### config.mk
export PLATFORM = sky130hd
export DESIGN_NAME = irq_hub
export DESIGN_NICKNAME = d
export VERILOG_FILES = /design/src/rtl/irq_hub_pkg.sv /design/src/rtl/irq_rst_sync.sv /design/src/rtl/irq_src_detect.sv /design/src/rtl/irq_prio_pick.sv /design/src/rtl/irq_hub.sv
export SDC_FILE = /design/constraint.sdc
export NUM_CORES = 1
export LEC_CHECK = 0
export BUFFER_PORTS_ARGS = -buffer_cell sky130_fd_sc_hd__buf_2
export CELL_PAD_IN_SITES_DETAIL_PLACEMENT = 0
export CELL_PAD_IN_SITES_GLOBAL_PLACEMENT = 1
export CORE_ASPECT_RATIO = 1.75
export CORE_MARGIN = 3
export CORE_UTILIZATION = 25
export CTS_CLUSTER_DIAMETER = 40
export CTS_CLUSTER_SIZE = 40
export DETAILED_ROUTE_END_ITERATION = 10
export PLACE_DENSITY = 0.44
export SYNTH_ARGS = -nofsm -noshare
export SYNTH_HDL_FRONTEND = slang
export SYNTH_SLANG_ARGS = --single-unit
### constraint.sdc
create_clock -name clk -period 3.79 [get_ports clk]
set_input_delay 0.758 -clock clk [delete_from_list [all_inputs] [get_ports clk]]
set_output_delay 0.758 -clock clk [all_outputs]
set_load 0.005 [all_outputs]
### src/rtl/irq_hub_pkg.sv
package irq_hub_pkg;
  typedef enum logic [1:0] {
    REG_MASK = 2'd0,
    REG_MODE = 2'd1,
    REG_STAT = 2'd2,
    REG_CTRL = 2'd3
  } reg_sel_e;
endpackage

### src/rtl/irq_rst_sync.sv
module irq_rst_sync #(
  parameter int STAGES = 2
) (
  input  logic clk,
  input  logic rst_n,
  output logic rst_n_sync
);
  logic [STAGES-1:0] chain_q;
  logic [STAGES-1:0] chain_d;

  always_comb begin
    chain_d = {chain_q[STAGES-2:0], 1'b1};
  end

  always_ff @(posedge clk or negedge rst_n) begin
    if (!rst_n) chain_q <= '0;
    else        chain_q <= chain_d;
  end

  assign rst_n_sync = chain_q[STAGES-1];
endmodule

### src/rtl/irq_src_detect.sv
module irq_src_detect #(
  parameter int SYNC_STAGES = 2,
  parameter int MIN_HIGH    = 2
) (
  input  logic clk,
  input  logic rst_n,
  input  logic raw_i,
  output logic lvl_o,
  output logic evt_o
);
  localparam int CNT_W = (MIN_HIGH < 2) ? 1 : $clog2(MIN_HIGH);

  logic [SYNC_STAGES-1:0] sync_q, sync_d;
  logic [CNT_W-1:0]       cnt_q, cnt_d;
  logic                   done_q, done_d;
  logic                   lvl;

  assign lvl = sync_q[SYNC_STAGES-1];

  always_comb begin
    sync_d = {sync_q[SYNC_STAGES-2:0], raw_i};
    cnt_d  = cnt_q;
    done_d = done_q;
    evt_o  = 1'b0;
    if (!lvl) begin
      cnt_d  = '0;
      done_d = 1'b0;
    end else if (!done_q) begin
      if (cnt_q == CNT_W'(MIN_HIGH - 1)) begin
        evt_o  = 1'b1;
        done_d = 1'b1;
      end else begin
        cnt_d = cnt_q + 1'b1;
      end
    end
  end

  always_ff @(posedge clk or negedge rst_n) begin
    if (!rst_n) begin
      sync_q <= '0;
      cnt_q  <= '0;
      done_q <= 1'b0;
    end else begin
      sync_q <= sync_d;
      cnt_q  <= cnt_d;
      done_q <= done_d;
    end
  end

  assign lvl_o = lvl;
endmodule

### src/rtl/irq_prio_pick.sv
module irq_prio_pick #(
  parameter int N    = 8,
  parameter int ID_W = 4
) (
  input  logic [N-1:0]    req_i,
  output logic            any_o,
  output logic [ID_W-1:0] idx_o
);
  always_comb begin
    idx_o = '1;
    for (int i = N - 1; i >= 0; i--) begin
      if (req_i[i]) idx_o = ID_W'(i);
    end
    any_o = |req_i;
  end
endmodule

### src/rtl/irq_hub.sv
module irq_hub
  import irq_hub_pkg::*;
#(
  parameter int N_SRC       = 8,
  parameter int SYNC_STAGES = 2,
  parameter int MIN_HIGH    = 2,
  localparam int ID_W       = $clog2(N_SRC + 2)
) (
  input  logic             clk,
  input  logic             rst_n,
  input  logic [N_SRC-1:0] src_i,
  input  logic             nmi_i,
  input  logic             wr_en_i,
  input  logic [1:0]       addr_i,
  input  logic [N_SRC-1:0] wdata_i,
  output logic [N_SRC-1:0] rdata_o,
  output logic             irq_o,
  output logic [ID_W-1:0]  irq_id_o
);
  logic rst_n_sync;

  irq_rst_sync #(.STAGES(2)) u_rst_sync (
    .clk        (clk),
    .rst_n      (rst_n),
    .rst_n_sync (rst_n_sync)
  );

  logic [N_SRC-1:0] lvl, evt;

  for (genvar g = 0; g < N_SRC; g++) begin : g_src
    irq_src_detect #(
      .SYNC_STAGES (SYNC_STAGES),
      .MIN_HIGH    (MIN_HIGH)
    ) u_det (
      .clk   (clk),
      .rst_n (rst_n_sync),
      .raw_i (src_i[g]),
      .lvl_o (lvl[g]),
      .evt_o (evt[g])
    );
  end

  logic [SYNC_STAGES-1:0] nmi_q, nmi_d;
  logic                   nmi_lvl;

  logic [N_SRC-1:0] mask_q, mask_d;
  logic [N_SRC-1:0] mode_q, mode_d;
  logic [N_SRC-1:0] pend_q, pend_d;
  logic             gen_q, gen_d;
  logic [N_SRC-1:0] clr;
  logic             wr_mask, wr_mode, wr_stat, wr_ctrl;

  assign wr_mask = wr_en_i && (addr_i == REG_MASK);
  assign wr_mode = wr_en_i && (addr_i == REG_MODE);
  assign wr_stat = wr_en_i && (addr_i == REG_STAT);
  assign wr_ctrl = wr_en_i && (addr_i == REG_CTRL);
  assign clr     = wr_stat ? wdata_i : '0;
  assign nmi_lvl = nmi_q[SYNC_STAGES-1];

  always_comb begin
    nmi_d  = {nmi_q[SYNC_STAGES-2:0], nmi_i};
    mask_d = wr_mask ? wdata_i : mask_q;
    mode_d = wr_mode ? wdata_i : mode_q;
    gen_d  = wr_ctrl ? wdata_i[0] : gen_q;
    for (int i = 0; i < N_SRC; i++) begin
      if (mode_q[i]) pend_d[i] = (pend_q[i] & ~clr[i]) | (evt[i] & mask_q[i]);
      else           pend_d[i] = lvl[i] & mask_q[i];
    end
  end

  always_ff @(posedge clk or negedge rst_n_sync) begin
    if (!rst_n_sync) begin
      nmi_q  <= '0;
      mask_q <= '0;
      mode_q <= '0;
      pend_q <= '0;
      gen_q  <= 1'b0;
    end else begin
      nmi_q  <= nmi_d;
      mask_q <= mask_d;
      mode_q <= mode_d;
      pend_q <= pend_d;
      gen_q  <= gen_d;
    end
  end

  logic [N_SRC-1:0] req;
  logic             any_req;
  logic [ID_W-1:0]  pick;

  assign req = gen_q ? (pend_q & mask_q) : '0;

  irq_prio_pick #(.N(N_SRC), .ID_W(ID_W)) u_pick (
    .req_i (req),
    .any_o (any_req),
    .idx_o (pick)
  );

  always_comb begin
    irq_o = nmi_lvl | any_req;
    if (nmi_lvl)      irq_id_o = ID_W'(N_SRC);
    else if (any_req) irq_id_o = pick;
    else              irq_id_o = '1;
    case (reg_sel_e'(addr_i))
      REG_MASK: rdata_o = mask_q;
      REG_MODE: rdata_o = mode_q;
      REG_STAT: rdata_o = pend_q;
      default:  rdata_o = N_SRC'(gen_q);
    endcase
  end
endmodule

==> impl_results.md, run 1 <==
* Drt first-iter violations at 81
* Largest net degree at the start of global routing at 32
* Root Buffer: clkbuf_16
* Syn Inst Count at approximately 190
* Crit-path max cell delay at around 0.56 ns
* Most frequent CP cell: buf_2
* CTS tree: done
* Die extent in x at about 80 µm
* Final Wtd Congestion at 0.675
* Number of antenna violations at the first check in global routing at 0
* Peak Freq at approximately 0.36 GHz
* CTS H-tree depth at 3
* Cell Chain, Critical Path: buf_2 > nor2b_1 > nand2_1 > o21ai_0 > buf_2
* Max Cap Viol at 0
* Register area share after synthesis at between 60 and 70%
* Clk slew on worst S/H paths at roughly 0.05 ns
* Synth-to-layout area growth at 23.8%
* Core ar. at 9270 µm²
* CP arrival at roughly 2 ns
* Vias in the first global route at 1724
* Initial Util at 26.1%
* Count leader, synth: dfrtp_1
* Global-route wire length before repair at between 9000 and 10000 µm
* First-pass DRT Iterations at 4
* Clk_lat worst skew at 0.32 ns
* Slowest library cell on the worst path: nor2b_1
* Vias at between 1500 and 2000
* Synth top area share at between 60% and 70%
* Critical Path Source: addr_i[0]
* Average cell area after synthesis at roughly 13 µm²
* Postcts setup bufs at 0
* Final Hold Vio Count at 0
* FF/Latch Area at between 1500 and 2000 µm²
* Layout Nets at approximately 250
* Sum of negative setup slack at 0 ns
* CTS max path bufs at 2
* Hold slack at around 0.21 ns
* Power density over cell area at a little under 600 nW/µm²
* Crit-path max FO at 12
* Final core utilization at around 32%
* Post-synth ARST share at 100%
* Die Y at around 140 µm
* IO buf count at 34
* Synth Flop Type: dfrtp_1
* Crit path required time at 3.03 ns
* Post-synth top cells: 61 x dfrtp_1, 18 x nand2_1, 17 x mux2_2, 15 x o21ai_0, 10 x a21oi_1
* DP HPWL at between 3000 and 4000 µm
* Cell Rows at 46
* Footprint of the multi-input gates at between 800 and 900 µm²
* Final antenna-violating net count at 0
* Slew Viols, Final at 0
* Rel. slew slack at ~58%
* Layout fillers at approximately 950
* Leakage Power at 0.00136 µW
* Sink Count at 61
* Routed wire length per instance at around 15 µm
* Reg2reg start: u_rst_sync.chain_q[1]$_DFF_PN0_
* Crit path time final at roughly 2.7 ns
* Slew @ Worst Pin at roughly 0.63 ns
* Status: finished, final reports clean
* RSZ-0062 raised after global routing: false
* Crit path launch type: input pin
* HP Class: in -> async
* Number of synthesized flops with an enable pin at 0
* GRT Total Usage at ~11%
* Design Power at approximately 1800 µW
* Share of layout cells above drive strength 1 at between 30% and 40%
* FF+latch count, synth at just over 60
* DIE AREA at 10900 µm²
* Routed vias/inst at approximately 4.5
* Final wirelength at approximately 5300 µm
* DRC violations left at 0
* Post-CTS sizing at 0
* Final period util at ~73%
* I/O pin count at 35
* Net Count, Synth at ~210
* Worst vdd ir at 0.276 mV
* Crit end category: output pin
* Area of the mapped netlist at 2410 µm²
* Area leader, netlist: dfrtp_1
* Skew final at ~0.0038 ns
* GRT overflow at 0
* WS Path Type: in -> out
* Synth top area cells: dfrtp_1 63%, mux2_2 7.9%, o21ai_0 3.1%
* Final setup fails at 0
* Cts hold-fix bufs at 0
* Library cells used by synthesis at 32
* Synth warnings at 0
* Antenna diodes at 0
* CTS buffer count at 9
report_power, final:
part	switching (µW)	leakage, µW	total [µW]	internal, µW
combinational	94.5	0.000489	219	124
sequential	85.6	0.000735	817	731
clock	258	0.000139	748	490
total	438	0.00136	1780	1350
metrics by stage:
step | area, µm² | setup WS [ns] | instances
2_1_floorplan | 2410 | 1.63 | 186
3_3_place_gp | 2710 | 1.03 | 336
3_5_place_dp | 2710 | 1.01 | 336
4_1_cts | 2990 | 1.01 | 351
5_1_grt | 2990 | 0.855 | 351
6_report | 2990 | 1.04 | 351
final timing paths:
path                       cells after the start  slack (ns)                                  to
max                                            5        1.04                          rdata_o[3]
min                                            1        0.21     u_rst_sync.chain_q[1]$_DFF_PN0_
max reg2reg                                    1        2.65                 pend_q[0]$_DFF_PN0_
min reg2reg                                    0        0.29     g_src[7].u_det.done_q$_DFF_PN0_
max in group asynchronous                      1        2.65                 pend_q[0]$_DFF_PN0_
min in group clk                               0        0.35  g_src[7].u_det.sync_q[1]$_DFF_PN0_
critical path: cells and delay by family:
kind	cells	cell delay (ns)
compound gates	1	0.15
buf+inv	2	0.42
simple gates	2	0.65
layout make-up:
cell class                 instances  share of cell area, %
tap                              120                   5.02
timing repair buffer              35                   5.94
clock buffer                      14                   9.16
multi-input combinational        112                   27.6
inverter                           8                   1.00
clock inverter                     1                  0.167
sequential                        61                   51.1
state kept, by name, indices dropped and copies added, names as in the netlist:
| register | flops |
|---|---|
| g_src.u_det.sync_q | 16 |
| g_src.u_det.cnt_q | 8 |
| g_src.u_det.done_q | 8 |
| mask_q | 8 |
| mode_q | 8 |
| pend_q | 8 |
| nmi_q | 2 |
| u_rst_sync.chain_q | 2 |
| gen_q | 1 |
per-layer routing:
| layer | GRT usage, % | routed length (µm) | part of all wire [%] |
|---|---|---|---|
| met5 | 0 | 0 | 0 |
| met4 | 6.20 | 144 | 2.7 |
| met3 | 3.12 | 228 | 4.3 |
| met2 | 18.2 | 2760 | 52 |
| met1 | 13.0 | 2200 | 41 |
logic make-up after synthesis:
family | after synthesis | synth area share (%)
flops | 61 | 63.2
compound gates | 58 | 16.3
simple gates | 28 | 6.01
mux | 25 | 11.8
buf+inv | 13 | 2.59
other cells | 1 | 0.155
layout by cell type (no fill, tap or decap):
cell type  count
dfrtp_1       60
buf_2         34
nand2_1       18
mux2_2        17
o21ai_0       15
a21oi_1       10
clkbuf_16      9
o21a_1         8
inv_1          8
a31o_2         8
a21boi_0       8
mux2i_1        7
a22o_1         3
clkbuf_8       3
nand3_1        2
clkbuf_1       2
nor2b_1        1
a22o_2         1
a21o_1         1
and2b_2        1
a32oi_1        1
nand4_1        1
a31oi_1        1
o211a_1        1
mux4_2         1
o41ai_1        1
nand2b_1       1
or2_2          1
and3b_1        1
nor3b_4        1
nand2_2        1
clkinv_2       1
buf_4          1
conb_1         1
dfrtp_2        1
Power figures use the tool's default switching activity.
==> run 2: changes to the inputs <==
Settings changed: PLACE_DENSITY 0.44 to 0.46.
Clock period 3.79 ns to 2.4 ns, I/O delays scaled along.
==> run 2 against run 1 <==
  * Sequential share of layout area down 0.53 points
  * Critical path depth down 1
  * Largest power group unchanged
  * Flip-flop and latch count unchanged
  * Count of clock-buffer cells in the layout up 1
  * Largest cell class unchanged
  * Sequential power up 58%
  * Register-to-register slack worse by 1.2 ns
  * Combinational power up 63%
==> impl_results.md, run 2 (synthesized netlist as in run 1, its figures left out) <==
* Sink Count at 61 (unchanged)
* Vias at 1573 (-0.88%)
* Layout fillers at 960 (+1.3%)
* RSZ-0062 raised after global routing: false
* Status: finished, final reports clean
* Rel. slew slack at 62.7% (+4.5 points)
* Layout Nets at 252 (+1.2%)
* Root Buffer: clkbuf_16
* Number of antenna violations at the first check in global routing at 0 (unchanged)
* Final period util at approximately nine tenths
* Hold slack at 0.147 ns (-0.0659 ns)
* GR Layer Usage met3 at 4.31% (+1.2 points)
* Clk slew on worst S/H paths at 0.05 ns (about the same)
* Buffer and inverter count on the worst path at 1 (-1)
* Crit path required time at 1.92 ns (-1.11 ns)
* Sum of negative setup slack at 0 ns (unchanged)
* Cell Rows at 46 (unchanged)
* Synth-to-layout area growth at 25.1%
* Cell Chain, Critical Path: a22o_2 > o41ai_1 > or2_2 > buf_2
* Final Wtd Congestion at 0.668 (-1.0%)
* Crit end category: output pin
* CTS max path bufs at 2 (unchanged)
* Final Hold Vio Count at 0 (unchanged)
* Share of layout cells above drive strength 1 at 34.5% (-0.16 points)
* Power density over cell area at 928 nW/µm² (+56%)
* GRT overflow at 0 (unchanged)
* GRT busiest layer: met2
* DP Area at 2740 µm² (+1.0%)
* Crit-path leading delay family: compound AO/OA/AOI/OAI gates
* Drt first-iter violations at 33 (-59%)
* DRC violations left at 0 (unchanged)
* Clk_lat worst skew at 0.32 ns (about the same)
* Final wirelength at 5430 µm (+1.6%)
* CTS H-tree depth at 3 (unchanged)
* Slowest library cell on the worst path: dfrtp_1
* GRT Total Usage at 11.4% (+0.28 points)
* Commonest non-fill, non-tap cell in the layout: dfrtp_1
* Antenna diodes at 0 (unchanged)
* Slew @ Worst Pin at 0.558 ns (-0.0672 ns)
* Peak Freq at 0.458 GHz
* Slew Viols, Final at 0 (unchanged)
* Vias in the first global route at 1729 (+0.29%)
* WS Path Type: reg -> out
* Max Cap Viol at 0 (unchanged)
* Skew final at 0.00353 ns (-0.000282 ns)
* First-pass DRT Iterations at 4 (unchanged)
* DP HPWL at 3880 µm (+1.7%)
* Die extent in x at 80.3 µm (unchanged)
* Initial Util at 26.1% (unchanged)
* Global-route wire length before repair at 9110 µm (+1.1%)
* Crit path launch type: flop
* Routed vias/inst at 4.43 (-2.0%)
* Core ar. at 9270 µm² (unchanged)
* DIE AREA at 10900 µm² (unchanged)
* Crit-path max cell delay at 0.41 ns (-0.15 ns)
* M2 GR Usage at 19.1% (+0.97 points)
* Met1 usage at 12.4% (-0.67 points)
* Final Cell Area at 3020 µm² (+1.0%)
* Crit-path max FO at 5 (-7)
* Die Y at 136 µm (unchanged)
* Postcts setup bufs at 0 (unchanged)
* I/O pin count at 35 (unchanged)
* Largest net degree at the start of global routing at 49 (+53%)
* Worst vdd ir at 0.358 mV (+30%)
* CTS buffer count at 9 (unchanged)
* Number of flip-flops in the largest register at 16 (unchanged)
* Most frequent cells in the layout: 60 x dfrtp_1, 34 x buf_2, 18 x nand2_1
* HP Class: reg -> async
* Final setup fails at 0 (unchanged)
* Routed wire length per instance at 15.3 µm (+0.50%)
* Crit path time final at roughly 2.2 ns
* IO buf count at 34 (unchanged)
* Leakage Power at 0.00138 µW (+1.0%)
* CTS tree: done
* Final antenna-violating net count at 0 (unchanged)
* Top reg by flops: g_src.u_det.sync_q
* CP arrival at 1.71 ns (-0.28 ns)
run 2: final cells by class:
| cell class | count | area, µm² | share of cell area, % |
|---|---|---|---|
| clock inverter | 1 | 5.00 | 0.166 |
| timing repair buffer | 38 | 215 | 7.12 |
| inverter | 8 | 30.0 | 0.994 |
| clock buffer | 15 | 268 | 8.86 |
| tap | 120 | 150 | 4.97 |
| multi-input combinational | 112 | 826 | 27.3 |
| sequential | 61 | 1530 | 50.6 |
run 2: per-stage QoR:
stage	total power [µW]	util, %	worst slack [ns]	cells
final	2800	32.6	0.215	355
after global routing	2970	32.6	0.0882	355
after CTS	2860	32.6	0.176	355
after detailed placement	1670	29.6	0.416	338
after global placement	1670	29.6	0.454	338
after floorplan	1510	-	0.576	186
run 2: per-layer routing:
| layer | vias up | routed length [µm] |
|---|---|---|
| li1 | 754 | - |
| met1 | 786 | 2120 |
| met2 | 26 | 2920 |
| met3 | 7 | 279 |
| met4 | 0 | 108 |
| met5 | - | 0 |
run 2: what timing repair did:
action / 4_1_cts / 5_1_grt
endpoints found under the hold margin: 2 / 0
hold buffers: 1 / 0
gates resized for setup: 0 / 0
run 2: worst paths after layout:
check / start / end / slack (ns) / cells past startpoint
worst min-delay path: u_rst_sync.chain_q[1]$_DFF_PN0_ / g_src[3].u_det.done_q$_DFF_PN0_ / 0.15 / 0
worst min register to register: u_rst_sync.chain_q[1]$_DFF_PN0_ / g_src[3].u_det.done_q$_DFF_PN0_ / 0.15 / 0
max in group asynchronous: u_rst_sync.chain_q[1]$_DFF_PN0_ / nmi_q[1]$_DFF_PN0_ / 1.69 / 1
worst max register to register: gen_q$_DFFE_PN0P_ / gen_q$_DFFE_PN0P_ / 1.50 / 1
min in group clk: src_i[4] / g_src[4].u_det.sync_q[0]$_DFF_PN0_ / 0.26 / 1
worst max-delay path: mask_q[2]$_DFFE_PN0P_ / irq_id_o[3] / 0.21 / 4
run 2: power by group:
group          leakage, µW  internal [µW]  total, µW  switching [µW]
Clock             0.000134            752       1160             408
Combinational     0.000507            201        358             157
Sequential        0.000735           1160       1290             130
